--- src/rtl/segchk_pkg.sv ---
package segchk_pkg;
  typedef enum logic [2:0] {
    CK_NONE    = 3'd0,
    CK_CODE    = 3'd1,
    CK_GATE    = 3'd2,
    CK_STACK   = 3'd3,
    CK_IRET    = 3'd4,
    CK_INTCODE = 3'd5
  } chk_kind_e;

  localparam int FLT_GP = 0;
  localparam int FLT_SS = 1;
  localparam int FLT_NP = 2;
  localparam int FLT_N  = 3;
  localparam int PL_W   = 2;
  localparam int SEL_W  = 16;

  typedef struct packed {
    logic            present;
    logic            user;
    logic            code;
    logic            writable;
    logic            conforming;
    logic [PL_W-1:0] dpl;
  } desc_t;
endpackage

--- src/rtl/stack_rule.sv ---
module stack_rule
  import segchk_pkg::*;
(
  input  logic            is_null,
  input  desc_t           dsc,
  input  logic [PL_W-1:0] cpl,
  input  logic [PL_W-1:0] rpl,
  input  logic            long_mode,
  output logic            gp,
  output logic            ss
);
  logic null_ok;

  always_comb begin
    null_ok = long_mode && (cpl != '1) && dsc.user && !dsc.code &&
              dsc.writable && (dsc.dpl == cpl) && (rpl == cpl);
    gp = is_null && !null_ok;
    ss = !is_null && !dsc.present;
  end
endmodule

--- config.mk ---
export PLATFORM = sky130hd
export DESIGN_NAME = stack_rule
export DESIGN_NICKNAME = d
export VERILOG_FILES = /design/src/rtl/segchk_pkg.sv /design/src/rtl/stack_rule.sv
export SDC_FILE = /design/constraint.sdc
export NUM_CORES = 1
export LEC_CHECK = 0
export BUFFER_PORTS_ARGS = -buffer_cell sky130_fd_sc_hd__buf_2
export CAP_MARGIN = 20
export CORE_AREA = 2 2 39 41
export DETAILED_ROUTE_END_ITERATION = 8
export DIE_AREA = 0 0 41 43
export PLACE_DENSITY_LB_ADDON = 0.08
export SLEW_MARGIN = 20
export SYNTH_ARGS = -nofsm -noshare
export SYNTH_HDL_FRONTEND = slang
export SYNTH_SLANG_ARGS = --single-unit
--- constraint.sdc ---
create_clock -name vclk -period 0.8
set_input_delay 0.04 -clock vclk [all_inputs]
set_output_delay 0.04 -clock vclk [all_outputs]
set_load 0.02 [all_outputs]
After elaboration in Yosys (flattened, before gate mapping)
Index checks and enable logic that the tools add are counted.
{ "word_totals": {"register_bits": 0, "word_cells": 15} }
{ "classes": {"eq_ne": 3, "reduce_logical": 12} }
{ "op_table": {"columns": ["op", "count"], "rows": [
  ["1-bit logical AND", 8],
  ["2-bit == test", 2],
  ["1-bit zero test", 4],
  ["2-bit != test (second input constant)", 1]
]} }

Depth between registers and ports, before layout
{ "logic_depth": {"word_depth": 9, "ltp_mapped": 3} }

Worst setup path before layout
Ideal clock, no wire load.
{ "synth_path": {"path_kind": "input to output", "start": "input port cpl[1]", "end": "output port gp", "arrival_ps": 594, "t_required_ps": 760, "path_slack_ps": 166, "stages": 3, "path_buffers": 0, "cell_sequence": "and4b_1 o22ai_1 o21a_1"} }
{ "synth_between": {"elab_chain_len": 9} }
{ "synth_lines": {"columns": ["element", "line_no", "rtl"], "rows": [
  ["start: declaration", "stack_rule.sv:6", "input logic [PL_W-1:0] cpl,"],
  ["2-bit != test", "stack_rule.sv:15", "null_ok = long_mode && (cpl != '1) && dsc.user && !dsc.code &&"],
  ["1-bit logical AND (4 in a row)", "stack_rule.sv:15", null],
  ["1-bit logical AND", "stack_rule.sv:16", "dsc.writable && (dsc.dpl == cpl) && (rpl == cpl);"],
  ["1-bit logical AND (*)", "stack_rule.sv:16", null],
  ["1-bit zero test (*)", "stack_rule.sv:17", "gp = is_null && !null_ok;"],
  ["1-bit logical AND (*)", "stack_rule.sv:17", null],
  ["end: declaration", "stack_rule.sv:9", "output logic gp,"]
]} }
Every way passes the cells marked *; elsewhere a longest branch is shown, timed or not.

Final worst setup path
{ "layout_path": {"start": "input port cpl[0]", "end": "output port gp"} }
The elaborated chain is that of the path after synthesis.

==> metrics.md <==
| Metric | Value |
|---|---|
| Status | complete, but fails checks |
| Failing checks | setup timing |
| Iteration-0 DRC Markers | 2 |
| Pwr per Cell Area | roughly 400 nW/um^2 |
| Initial antenna violation count | 0 |
| Register area | 0 sq um |
| Sw Share | between 40 and 50% |
| Max capacitance violation total | 0 |
| Buffers added on ports | 14 |
| Share of post-route cells with drive strength above 1 | between 80% and 90% |
| Overflow after GRT | 0 |
| # fillers | around 160 |
| Sequential share of the synthesized area | 0% |
| Drc violations | 0 |
| Synth warn | 0 |
| First-pass GRT wire length | 427 microns |
| Gp weighted congestion | around 0.60 |
| Hold WC Path Type | input pin to output pin |
| Fin crit share | 101% |
| Min-Delay Startpoint | dsc[6] |
| Startpoint Class | input pin |
| Via-to-Cell Ratio | 3.24 |
| VDD IR max | roughly 0.09 mV |
| Yosys cell types | 7 |
| Final core utilization | between 10% and 20% |
| Crit path kind | input pin to output pin |
| ANT nets after route | 0 |
| Wirelength, routed | ~320 microns |
| Sequential power share | 0% |
| Final Cell Area | between 150 and 200 sq um |
| Num rows | 14 |
| Core region area | about 1400 sq um |
| First-pass DRT Iterations | 2 |
| Internal power | between 0.04 and 0.05 mW |
| Unrepaired setup endpoints after global routing | true |
| # IOs | 15 |
| Avg WL per Cell | slightly above 8 microns |
| Setup-failing EPs final | 1 |
| Clock power frac | 0% |
| N_diodes | 0 |
| Synth top area share | a little under a fifth |
| Post-synthesis cell area | around 54 sq um |
| Critical Path Start | cpl[0] |
| Die Span Y | about 43 microns |
| Clock buffer count | 0 |
| Placed cell areas | about 140 sq um |
| Vias post-DR | roughly 120 |
| Die ar. | roughly 1800 sq um |
| # nets final | 37 |
| Static Leak | a little over 0.09 nW |
| Top cells by area, synth | and4b_1 19%, nor3_1 19%, nand4b_1 16% |
| F_max | between 1000 and 1500 MHz |
| FFs & Latches | 0 |
| CP required | 0.76 ns |
| Dominant cell type by area after synthesis | and4b_1 |
| Crit Path Max Fanout | 3 |
| Initial core utilization | just under 4% |
| Endpoints failing hold | 0 |
| NetSw | slightly below 0.03 mW |
| Avg Inst Size Synth | 6.73 sq um |
| Cells after Synth | 8 |
| Hold depth | 3 |
| CP endpoint | gp |
| Die width | about 41 microns |
| Fin crit period | slightly above 0.8 ns |
| Fin. max-slew vios | 0 |
| GRT Overall Usage | 3.30% |
| Comb power frac | 100.0% |
| Largest net degree at the start of global routing | 4 |
| Syn nets | 21 |
| Least-Margin Pin Slew | roughly 0.16 ns |
| CP Capture Type | output pin |
| Area grow syn2layout | 221% |
| Final WS setup | -0.00672 ns |
| Max-slew headroom | about 89% |
| Number of global-route vias before repair | 115 |
| Area of the multi-input gates | approximately 70 sq um |
| Crit path DAT | 0.77 ns |
| Post-CTS Setup Inserts | 0 |
## timing repair
action,CTS,global route
gates cloned,0,0
setup endpoints to repair,1,1
hold endpoints to repair,0,0
pin swaps,2,1
gates resized for setup,4,2
hold buffers,0,0
## power groups by stage
stage	combinational, mW	sequential (mW)	clock (mW)
2_1_floorplan	0.0186	0	0
3_3_place_gp	0.0576	0	0
3_5_place_dp	0.0576	0	0
4_1_cts	0.0665	0	0
5_1_grt	0.0752	0	0
6_report	0.0699	0	0
## cell families after synthesis
kind of cell,Yosys count,synth area share [%]
AOI/OAI and AO/OA,2,25.6
and+or+nand+nor,6,74.4
## cell usage after synthesis
library cell	count
o21a_1	1
nand4b_1	1
and3_2	1
and4b_1	1
nor3_1	2
o22ai_1	1
nor2_1	1
## cell usage in the layout, fill, tap and decap left out
cell      instances
buf_2            12
o21a_1            1
buf_6             2
and4b_1           1
o22ai_2           1
nand4b_1          1
nor2_1            1
and3_2            1
nor3_2            2
## critical path: stages
cell and delay [ns]:
buf_6 0.10, and4b_1 0.25, o22ai_2 0.07, o21a_1 0.18
buf_6 0.13
## stage by stage
step | power [mW] | cells | worst slack [ns] | hold WS, ns | setup TNS (ns)
6_report | 0.0699 | 38 | -0.00672 | 0.324 | -0.00672
5_1_grt | 0.0752 | 38 | -0.0406 | 0.343 | -0.0406
4_1_cts | 0.0665 | 38 | -0.0113 | 0.326 | -0.0113
3_5_place_dp | 0.0576 | 38 | -0.0339 | 0.325 | -0.0339
3_3_place_gp | 0.0576 | 38 | -0.0424 | 0.325 | -0.0424
2_1_floorplan | 0.0186 | 8 | 0.166 | 0.155 | 0
## how the worst min path moves through the flow
stage | slack, ns | to
floorplan | 0.15 | ss
global placement | 0.32 | ss
detailed placement | 0.32 | ss
CTS | 0.33 | ss
global route | 0.34 | ss
finish | 0.32 | ss
## metal layers
layer	vias up	GRT usage, %	routed length [microns]
met2	14	3.75	73
met1	47	6.01	159
met4	0	0	0
met3	0	1.05	83
met5	-	0	0
li1	62	-	-
## final cells by class
| type | count | share of cell area, % |
|---|---|---|
| Timing Repair Buffer | 14 | 47.8 |
| Tap cell | 16 | 11.6 |
| Multi-Input combinational cell | 8 | 40.6 |
Note: power is estimated with default switching activity, not from simulation.
